===== config.mk =====
export PLATFORM = sky130hd
export DESIGN_NAME = ptw_engine
export DESIGN_NICKNAME = d
export VERILOG_FILES = /design/src/rtl/ptw_pkg.sv /design/src/rtl/ptw_index.sv /design/src/rtl/ptw_check.sv /design/src/rtl/ptw_leaf.sv /design/src/rtl/ptw_engine.sv
export SDC_FILE = /design/constraint.sdc
export NUM_CORES = 1
export LEC_CHECK = 0
export CAP_MARGIN = 40
export CORE_UTILIZATION = 44
export CTS_CLUSTER_SIZE = 8
export DETAILED_ROUTE_END_ITERATION = 8
export GPL_ROUTABILITY_DRIVEN = 0
export PLACE_DENSITY = 0.82
export SLEW_MARGIN = 10
export SYNTH_ARGS = -nofsm -noshare
export SYNTH_HDL_FRONTEND = slang
export SYNTH_HIERARCHICAL = 1
export SYNTH_SLANG_ARGS = --single-unit

===== constraint.sdc =====
create_clock -name clk -period 2.3 [get_ports clk]
set_clock_uncertainty 0.2 [all_clocks]
set_input_delay 0.46 -clock clk [delete_from_list [all_inputs] [get_ports clk]]
set_output_delay 0.46 -clock clk [all_outputs]
set_load 0.01 [all_outputs]

===== src/rtl/ptw_pkg.sv =====
package ptw_pkg;

    // control flag positions inside a table entry
    localparam int FLG_VALID = 0;
    localparam int FLG_WRITE = 1;
    localparam int FLG_USER  = 2;
    localparam int FLG_ACC   = 5;
    localparam int FLG_DIRTY = 6;

    typedef enum logic [2:0] {
        WS_IDLE,
        WS_RD_REQ,
        WS_RD_WAIT,
        WS_WB_REQ,
        WS_DONE
    } walk_state_e;

    typedef enum logic [1:0] {
        FC_NONE    = 2'd0,
        FC_INVALID = 2'd1,
        FC_USER    = 2'd2,
        FC_WRITE   = 2'd3
    } fault_cause_e;

endpackage


===== src/rtl/ptw_index.sv =====
module ptw_index #(
    parameter int LEVELS = 4,
    parameter int IDX_W  = 9,
    parameter int PPN_W  = 40,
    parameter int OFS_W  = 3,
    localparam int VPN_W = LEVELS * IDX_W,
    localparam int LVL_W = $clog2(LEVELS),
    localparam int PA_W  = PPN_W + IDX_W + OFS_W
) (
    input  logic [VPN_W-1:0] vpn_i,
    input  logic [LVL_W-1:0] lvl_i,
    input  logic [PPN_W-1:0] table_i,
    output logic [PA_W-1:0]  addr_o
);

    logic [IDX_W-1:0] slice_w [LEVELS];

    // level 0 takes the most significant slice
    for (genvar g = 0; g < LEVELS; g++) begin : g_slice
        assign slice_w[g] = vpn_i[(LEVELS-1-g)*IDX_W +: IDX_W];
    end

    assign addr_o = {table_i, slice_w[lvl_i], {OFS_W{1'b0}}};

endmodule


===== src/rtl/ptw_check.sv =====
module ptw_check
    import ptw_pkg::*;
(
    input  logic       ent_valid_i,
    input  logic       ent_write_i,
    input  logic       ent_user_i,
    input  logic       is_write_i,
    input  logic       is_user_i,
    output logic [1:0] cause_o
);

    always_comb begin
        if (!ent_valid_i) begin
            cause_o = FC_INVALID;
        end else if (is_user_i && !ent_user_i) begin
            cause_o = FC_USER;
        end else if (is_write_i && !ent_write_i) begin
            cause_o = FC_WRITE;
        end else begin
            cause_o = FC_NONE;
        end
    end

endmodule


===== src/rtl/ptw_leaf.sv =====
module ptw_leaf
    import ptw_pkg::*;
#(
    parameter int ENT_W = 64,
    parameter int PG_W  = 12,
    parameter int PPN_W = 40
) (
    input  logic [ENT_W-1:0] leaf_i,
    input  logic             is_write_i,
    input  logic             perm_w_i,
    input  logic             perm_u_i,
    output logic [ENT_W-1:0] wb_data_o,
    output logic [PG_W-1:0]  flags_o,
    output logic [PPN_W-1:0] ppn_o
);

    always_comb begin
        wb_data_o            = leaf_i;
        wb_data_o[FLG_ACC]   = 1'b1;
        wb_data_o[FLG_DIRTY] = leaf_i[FLG_DIRTY] | is_write_i;
        flags_o              = wb_data_o[PG_W-1:0];
        flags_o[FLG_WRITE]   = perm_w_i;
        flags_o[FLG_USER]    = perm_u_i;
        ppn_o                = leaf_i[PG_W +: PPN_W];
    end

endmodule


===== src/rtl/ptw_engine.sv =====
module ptw_engine
    import ptw_pkg::*;
#(
    parameter int LEVELS = 4,
    parameter int IDX_W  = 9,
    parameter int PG_W   = 12,
    parameter int PPN_W  = 40,
    parameter int ENT_W  = 64,
    localparam int VPN_W = LEVELS * IDX_W,
    localparam int OFS_W = PG_W - IDX_W,
    localparam int PA_W  = PPN_W + PG_W,
    localparam int LVL_W = $clog2(LEVELS)
) (
    input  logic             clk,
    input  logic             rst_n,
    input  logic [PPN_W-1:0] root_ppn_i,
    input  logic             req_valid_i,
    output logic             req_ready_o,
    input  logic [VPN_W-1:0] req_vpn_i,
    input  logic             req_write_i,
    input  logic             req_user_i,
    output logic             mem_req_valid_o,
    input  logic             mem_req_ready_i,
    output logic [PA_W-1:0]  mem_req_addr_o,
    output logic             mem_req_we_o,
    output logic [ENT_W-1:0] mem_req_wdata_o,
    input  logic             mem_rsp_valid_i,
    input  logic [ENT_W-1:0] mem_rsp_data_i,
    output logic             done_valid_o,
    output logic             done_fault_o,
    output logic [1:0]       done_cause_o,
    output logic [PPN_W-1:0] done_ppn_o,
    output logic [PG_W-1:0]  done_flags_o
);

    typedef struct packed {
        walk_state_e      st;
        logic [LVL_W-1:0] lvl;
        logic [PPN_W-1:0] tbl;
        logic [VPN_W-1:0] vpn;
        logic             wr;
        logic             usr;
        logic             perm_w;
        logic             perm_u;
        logic [ENT_W-1:0] leaf;
        logic             fault;
        logic [1:0]       cause;
    } walk_s;

    localparam logic [LVL_W-1:0] LAST_LVL = LVL_W'(LEVELS - 1);

    walk_s r_d, r_q;

    logic [1:0]       chk_cause_w;
    logic [ENT_W-1:0] wb_data_w;
    logic [PG_W-1:0]  leaf_flags_w;
    logic [PPN_W-1:0] leaf_ppn_w;

    ptw_index #(
        .LEVELS (LEVELS),
        .IDX_W  (IDX_W),
        .PPN_W  (PPN_W),
        .OFS_W  (OFS_W)
    ) u_index (
        .vpn_i   (r_q.vpn),
        .lvl_i   (r_q.lvl),
        .table_i (r_q.tbl),
        .addr_o  (mem_req_addr_o)
    );

    ptw_check u_check (
        .ent_valid_i (mem_rsp_data_i[FLG_VALID]),
        .ent_write_i (mem_rsp_data_i[FLG_WRITE]),
        .ent_user_i  (mem_rsp_data_i[FLG_USER]),
        .is_write_i  (r_q.wr),
        .is_user_i   (r_q.usr),
        .cause_o     (chk_cause_w)
    );

    ptw_leaf #(
        .ENT_W (ENT_W),
        .PG_W  (PG_W),
        .PPN_W (PPN_W)
    ) u_leaf (
        .leaf_i     (r_q.leaf),
        .is_write_i (r_q.wr),
        .perm_w_i   (r_q.perm_w),
        .perm_u_i   (r_q.perm_u),
        .wb_data_o  (wb_data_w),
        .flags_o    (leaf_flags_w),
        .ppn_o      (leaf_ppn_w)
    );

    always_comb begin
        r_d = r_q;
        unique case (r_q.st)
            WS_IDLE: begin
                if (req_valid_i) begin
                    r_d.st     = WS_RD_REQ;
                    r_d.lvl    = '0;
                    r_d.tbl    = root_ppn_i;
                    r_d.vpn    = req_vpn_i;
                    r_d.wr     = req_write_i;
                    r_d.usr    = req_user_i;
                    r_d.perm_w = 1'b1;
                    r_d.perm_u = 1'b1;
                    r_d.leaf   = '0;
                    r_d.fault  = 1'b0;
                    r_d.cause  = FC_NONE;
                end
            end
            WS_RD_REQ: begin
                if (mem_req_ready_i) r_d.st = WS_RD_WAIT;
            end
            WS_RD_WAIT: begin
                if (mem_rsp_valid_i) begin
                    if (chk_cause_w != FC_NONE) begin
                        r_d.fault = 1'b1;
                        r_d.cause = chk_cause_w;
                        r_d.st    = WS_DONE;
                    end else begin
                        r_d.perm_w = r_q.perm_w & mem_rsp_data_i[FLG_WRITE];
                        r_d.perm_u = r_q.perm_u & mem_rsp_data_i[FLG_USER];
                        if (r_q.lvl == LAST_LVL) begin
                            r_d.leaf = mem_rsp_data_i;
                            r_d.st   = WS_WB_REQ;
                        end else begin
                            r_d.tbl = mem_rsp_data_i[PG_W +: PPN_W];
                            r_d.lvl = r_q.lvl + 1'b1;
                            r_d.st  = WS_RD_REQ;
                        end
                    end
                end
            end
            WS_WB_REQ: begin
                if (mem_req_ready_i) r_d.st = WS_DONE;
            end
            WS_DONE: begin
                r_d.st = WS_IDLE;
            end
            default: r_d.st = WS_IDLE;
        endcase
    end

    always_ff @(posedge clk) begin
        if (!rst_n) begin
            r_q <= '0;
        end else begin
            r_q <= r_d;
        end
    end

    assign req_ready_o     = (r_q.st == WS_IDLE);
    assign mem_req_valid_o = (r_q.st == WS_RD_REQ) || (r_q.st == WS_WB_REQ);
    assign mem_req_we_o    = (r_q.st == WS_WB_REQ);
    assign mem_req_wdata_o = mem_req_we_o ? wb_data_w : '0;
    assign done_valid_o    = (r_q.st == WS_DONE);
    assign done_fault_o    = r_q.fault;
    assign done_cause_o    = r_q.cause;
    assign done_ppn_o      = r_q.fault ? '0 : leaf_ppn_w;
    assign done_flags_o    = r_q.fault ? '0 : leaf_flags_w;


    mem_hold_chk: assert property (@(posedge clk) disable iff (!rst_n)
        mem_req_valid_o && !mem_req_ready_i |=>
            mem_req_valid_o && $stable(mem_req_addr_o) && $stable(mem_req_we_o)
            && $stable(mem_req_wdata_o));


    busy_after_accept_chk: assert property (@(posedge clk) disable iff (!rst_n)
        req_valid_i && req_ready_o |=> !req_ready_o);


    done_pulse_chk: assert property (@(posedge clk) disable iff (!rst_n)
        done_valid_o |=> !done_valid_o && req_ready_o);


    wb_sets_acc_chk: assert property (@(posedge clk) disable iff (!rst_n)
        mem_req_valid_o && mem_req_we_o |-> mem_req_wdata_o[FLG_ACC]);


    fault_cause_chk: assert property (@(posedge clk) disable iff (!rst_n)
        done_valid_o |-> (done_fault_o == (done_cause_o != 2'd0)));


    ok_has_acc_chk: assert property (@(posedge clk) disable iff (!rst_n)
        done_valid_o && !done_fault_o |-> done_flags_o[FLG_ACC] && done_flags_o[FLG_VALID]);

endmodule


; After elaboration in Yosys (flattened, before gate mapping)
; Index checks and enable logic that the tools add are counted.
; W data, S select, Z words.
[totals]
regBits = 152
in_bits = 147
out_inout_bits = 175
[classes]
n_addsub = 1
magnitude_cmp = 1
n_eq_ne = 13
n_mux = 24
bitwise_logic = 4
n_reduce_logical = 14
[op_table]
columns = operator, count
row1 = $mux W152, 1
row2 = $pmux W69 S2, 1
row3 = $mux W64, 2
row4 = $mux W42, 2
row5 = $pmux W42 S2, 1
row6 = $mux W69, 1
row7 = $mux W66, 1
row8 = $mux W45, 1
row9 = $mux W40, 1
row10 = $bmux W9 S2, 1
row11 = $mux W9, 2
row12 = $ne A2 B2 Y1 const B, 8
row13 = $mux W12, 1
row14 = $mux W3, 4
row15 = $pmux W3 S4, 1
row16 = $reduce_and A4 Y1, 3
row17 = $reduce_and A5 Y1, 2
row18 = $mux W2, 4
row19 = $eq A3 B2 Y1 const B, 2
row20 = $reduce_bool A2 Y1, 2
row21 = $eq A3 B1 Y1 const B, 1
row22 = $eq A3 B3 Y1 const B, 1
row23 = $ge A3 B3 Y1 const B, 1
row24 = $logic_not A3 Y1, 1
row25 = other kinds (9), 12

; Logic depth before layout (Yosys ltp)
[logic_depth]
word_depth = 9
ltp_mapped = 7
ltp_nobuf = 5

; By module
; The synthesis kept the hierarchy.
[modules_own_cells]
columns = module, instances, cells_per_inst, area_per_inst_um2, seq_area_each_um2
row1 = ptw_engine, 1, 753, 6630.1, 3042.9
row2 = ptw_leaf, 1, 117, 873.3, 0.0
row3 = ptw_index, 1, 55, 545.5, 0.0
row4 = ptw_check, 1, 5, 31.3, 0.0

; Least setup slack after synthesis
; OpenSTA, ideal clock, no wires.
[synth_path]
kind = input to register
from = input mem_rsp_data_i[1]
to = register r_q[10] (netlist bit)
setup_ns = 0.060
arrival_time_ns = 1.908
t_required_ns = 2.040
path_slack_ns = 0.133
cell_stages = 7
n_path_buf = 2
path_cell_list = nand2b_1 > a21boi_1 > or2_1 > clkbuf_1 > nor3_2 > clkbuf_1 > a22o_1
[synth_via]
elab_chain_len = 8
[synth_rtl]
columns = item, line
row1 = "start, declared", ptw_engine.sv:28  ; input logic [ENT_W-1:0] mem_rsp_data_i,
row2 = $logic_not A1 Y1, ptw_check.sv:17  ; end else if (is_write_i && !ent_write_i) begin
row3 = $logic_and A1 B1 Y1, ptw_check.sv:17
row4 = $mux W2, ptw_check.sv:17
row5 = $mux W2, ptw_check.sv:15  ; end else if (is_user_i && !ent_user_i) begin
row6 = $mux W2, ptw_check.sv:13  ; if (!ent_valid_i) begin
row7 = via chk_cause_w[1], ptw_engine.sv:54  ; logic [1:0] chk_cause_w;
row8 = $reduce_bool A2 Y1, ptw_engine.sv:117  ; if (chk_cause_w != FC_NONE) begin
row9 = $ne A2 B2 Y1 (no source line), --
row10 = $reduce_and A5 Y1 (no source line), --
row11 = "end signal, assigned", ptw_engine.sv:149  ; r_q <= r_d;
row12 = "end, declared", ptw_engine.sv:52  ; walk_s r_d, r_q;
; The timed path passes the listed nets, and every way through them passes these cells.
; A chain may end at the register's enable or synchronous reset.

; Final worst setup path
[layout_path]
from = register r_q[147] (netlist bit)
to = output mem_req_addr_o[4]
[layout_via]
elab_chain_len = 4
[layout_rtl]
columns = item, line
row1 = $not A2 Y3 (not written as such), ptw_index.sv:23  ; assign addr_o = {table_i, slice_w[lvl_i], {OFS_W{1'b0}}};
row2 = $bmux W9 S2, ptw_index.sv:23
row3 = $mux W9 (not written as such) (2 in a row), ptw_index.sv:23
row4 = "end, declared", ptw_engine.sv:24  ; output logic [PA_W-1:0] mem_req_addr_o,
; Every way passes these cells. The select of a mux whose other input is x is not followed.

==> flow_summary.json <==
{
  "fmax_mhz": 440,
  "multi_input_area_sq_um": 3490,
  "core_sq_um": 18000,
  "worstRegToRegCells": 7,
  "met3_usage": 0.0581,
  "fin_nets": 1223,
  "cts-root-buf": "clkbuf_16",
  "syn_avg_cell_area_sq_um": 8.68,
  "arrival_ps": 1610,
  "fin_area_sq_um": 11100,
  "cap_violations": 0,
  "clockBufferDepth": 2,
  "min_from": "r_q[81]$_SDFFE_PN0P_",
  "grt_use_total": 0.257,
  "use_met1": 0.304,
  "r2r_start": "r_q[147]$_SDFFE_PN0P_",
  "cts_made_buffers": 17,
  "antenna_found_initial": 0,
  "setup_viol": 0,
  "setup_ws_ps": 28.1,
  "rsz0062_at_grt": "yes",
  "tritoncts": "built",
  "h-tree-depth": 4,
  "total_power_mw": 8.13,
  "final_antenna_net_count": 0,
  "ios": 322,
  "worst_setup_path_start_kind": "register",
  "wl_um": 25600,
  "rows": 49,
  "hp-class": "reg2reg",
  "fp.dieH_um": 137,
  "hold_depth": 2,
  "end_kind": "output pin",
  "dieArea_sq_um": 18800,
  "syn-cell-area_sq_um": 8050,
  "gr-total-overflow": 0,
  "drt_iter0_drc": 528,
  "grt_busiest_layer": "met2",
  "period_needed_ps": 2270,
  "synth_warnings": 6,
  "grt_pass1_vias": 6940,
  "diodes": 0,
  "fin_cells": 1316,
  "fin_crit_sh": 0.988,
  "dp_slack_ps": -302,
  "r2r_slack_ps": 50,
  "firstDrtPassIters": 5,
  "min_to": "r_q[81]$_SDFFE_PN0P_",
  "p_leak_nw": 5.32,
  "holdBufCountCts": 0,
  "route.vias.total": 7301,
  "syn-instance-count": 928,
  "place_inst": 1273,
  "io_buffers": 317,
  "path_clk_slew_ps": 60,
  "status": "completed",
  "power.density_nw_per_um2": 730,
  "area.sequential_sq_um": 3040,
  "cp_max_fo": 5,
  "layout-drive-gt1-share": 0.173,
  "die_w_um": 137,
  "hpwl_um": 16600,
  "hold_viol": 0,
  "post-route-drc-count": 0,
  "fill_cells": 1501,
  "initial_core_util": 0.448,
  "vdd_drop_max_v": 0.000546,
  "grt_start_max_net_pins": 58,
  "grt_pass1_wl_um": 37000,
  "reg2reg_to": "r_q[11]$_SDFFE_PN0P_",
  "place_area_sq_um": 10500,
  "grt_use_met2": 0.444,
  "wire_per_inst_um": 19.4,
  "slew_viol_final": 0,
  "vias_per_cell": 5.55,
  "insertion_delay_ps": 410,
  "critPathKind": "reg2out",
  "syn2layout_area_growth_pct": 38.3,
  "cp.required_ps": 1640,
  "cts_sinks": 151
}
what timing repair did:
item                                    CTS  global route
endpoints found under the setup margin  130           136
pin swaps                                 0             3
gates resized for setup                 191           139
cloned                                    4             3
buffers inserted                          5             3
power breakdown:
| group | switching, mW | internal (mW) |
|---|---|---|
| Sequential | 0.126 | 2.83 |
| Clock | 1.12 | 1.85 |
| Combinational | 1.12 | 1.09 |
| Total | 2.37 | 5.76 |
how the worst max path moves through the flow:
stage               depth (start not counted)  slack (ps)              endpoint                  start
global placement                            8        -270  r_q[26]$_SDFFE_PN0P_      mem_rsp_data_i[1]
detailed placement                          8        -300  r_q[59]$_SDFFE_PN0P_      mem_rsp_data_i[2]
CTS                                         7         -80   mem_req_wdata_o[33]  r_q[149]$_SDFFE_PN0P_
finish                                      3          30     mem_req_addr_o[4]  r_q[147]$_SDFFE_PN0P_
global route                                3         -20     mem_req_addr_o[4]  r_q[147]$_SDFFE_PN0P_
floorplan                                   7         130  r_q[16]$_SDFFE_PN0P_      mem_rsp_data_i[1]
critical path, cell delays in order, from the launching register on:
cell and delay [ps]:
dfxtp_4 390, buf_12 130, mux4_2 530, buf_6 140
state kept, by name, indices dropped and copies added (netlist names):
name and flops:
done_cause_o 2, done_fault_o 1, r_q 148
metal layers:
| metal | share of wire | routed length, um | up-vias |
|---|---|---|---|
| met1 | 0.41 | 10600 | 3500 |
| li1 | - | - | 3424 |
| met2 | 0.49 | 12500 | 322 |
| met5 | 0 | 0 | - |
| met4 | 0.030 | 770 | 0 |
| met3 | 0.067 | 1720 | 55 |
per-stage QoR:
stage          utilization  hold WS [ps]  setup TNS [ps]
2_1_floorplan            -           233               0
3_3_place_gp         0.584           238          -22880
3_5_place_dp         0.584           245          -25150
4_1_cts              0.618           254           -1250
5_1_grt              0.620           275           -32.0
6_report             0.620           253               0
placed cells by master (no fill, tap or decap), types with 5 or more instances in the layout:
master	instances
nor2b_1	53
buf_2	25
nand3_1	41
clkbuf_2	45
clkdlybuf4s50_1	192
o21ai_0	5
clkbuf_16	20
a311oi_1	40
a22o_1	63
conb_1	5
buf_12	14
nand2_1	120
dlygate4sd2_1	10
dfxtp_1	145
mux4_2	9
a211oi_1	40
a21oi_1	41
buf_4	27
and3_1	64
buf_16	5
dlymetal6s2s_1	40
buf_6	10
area by class of cell:
type | instances | area share
flip-flops and latches | 151 | 0.273
well taps | 229 | 0.0257
clock buffers | 20 | 0.0401
repair buffers | 373 | 0.332
inverters | 2 | 0.000674
clock inverters | 11 | 0.0156
multi-input cells | 530 | 0.314
No activity file was read; power rests on OpenSTA's default activity.
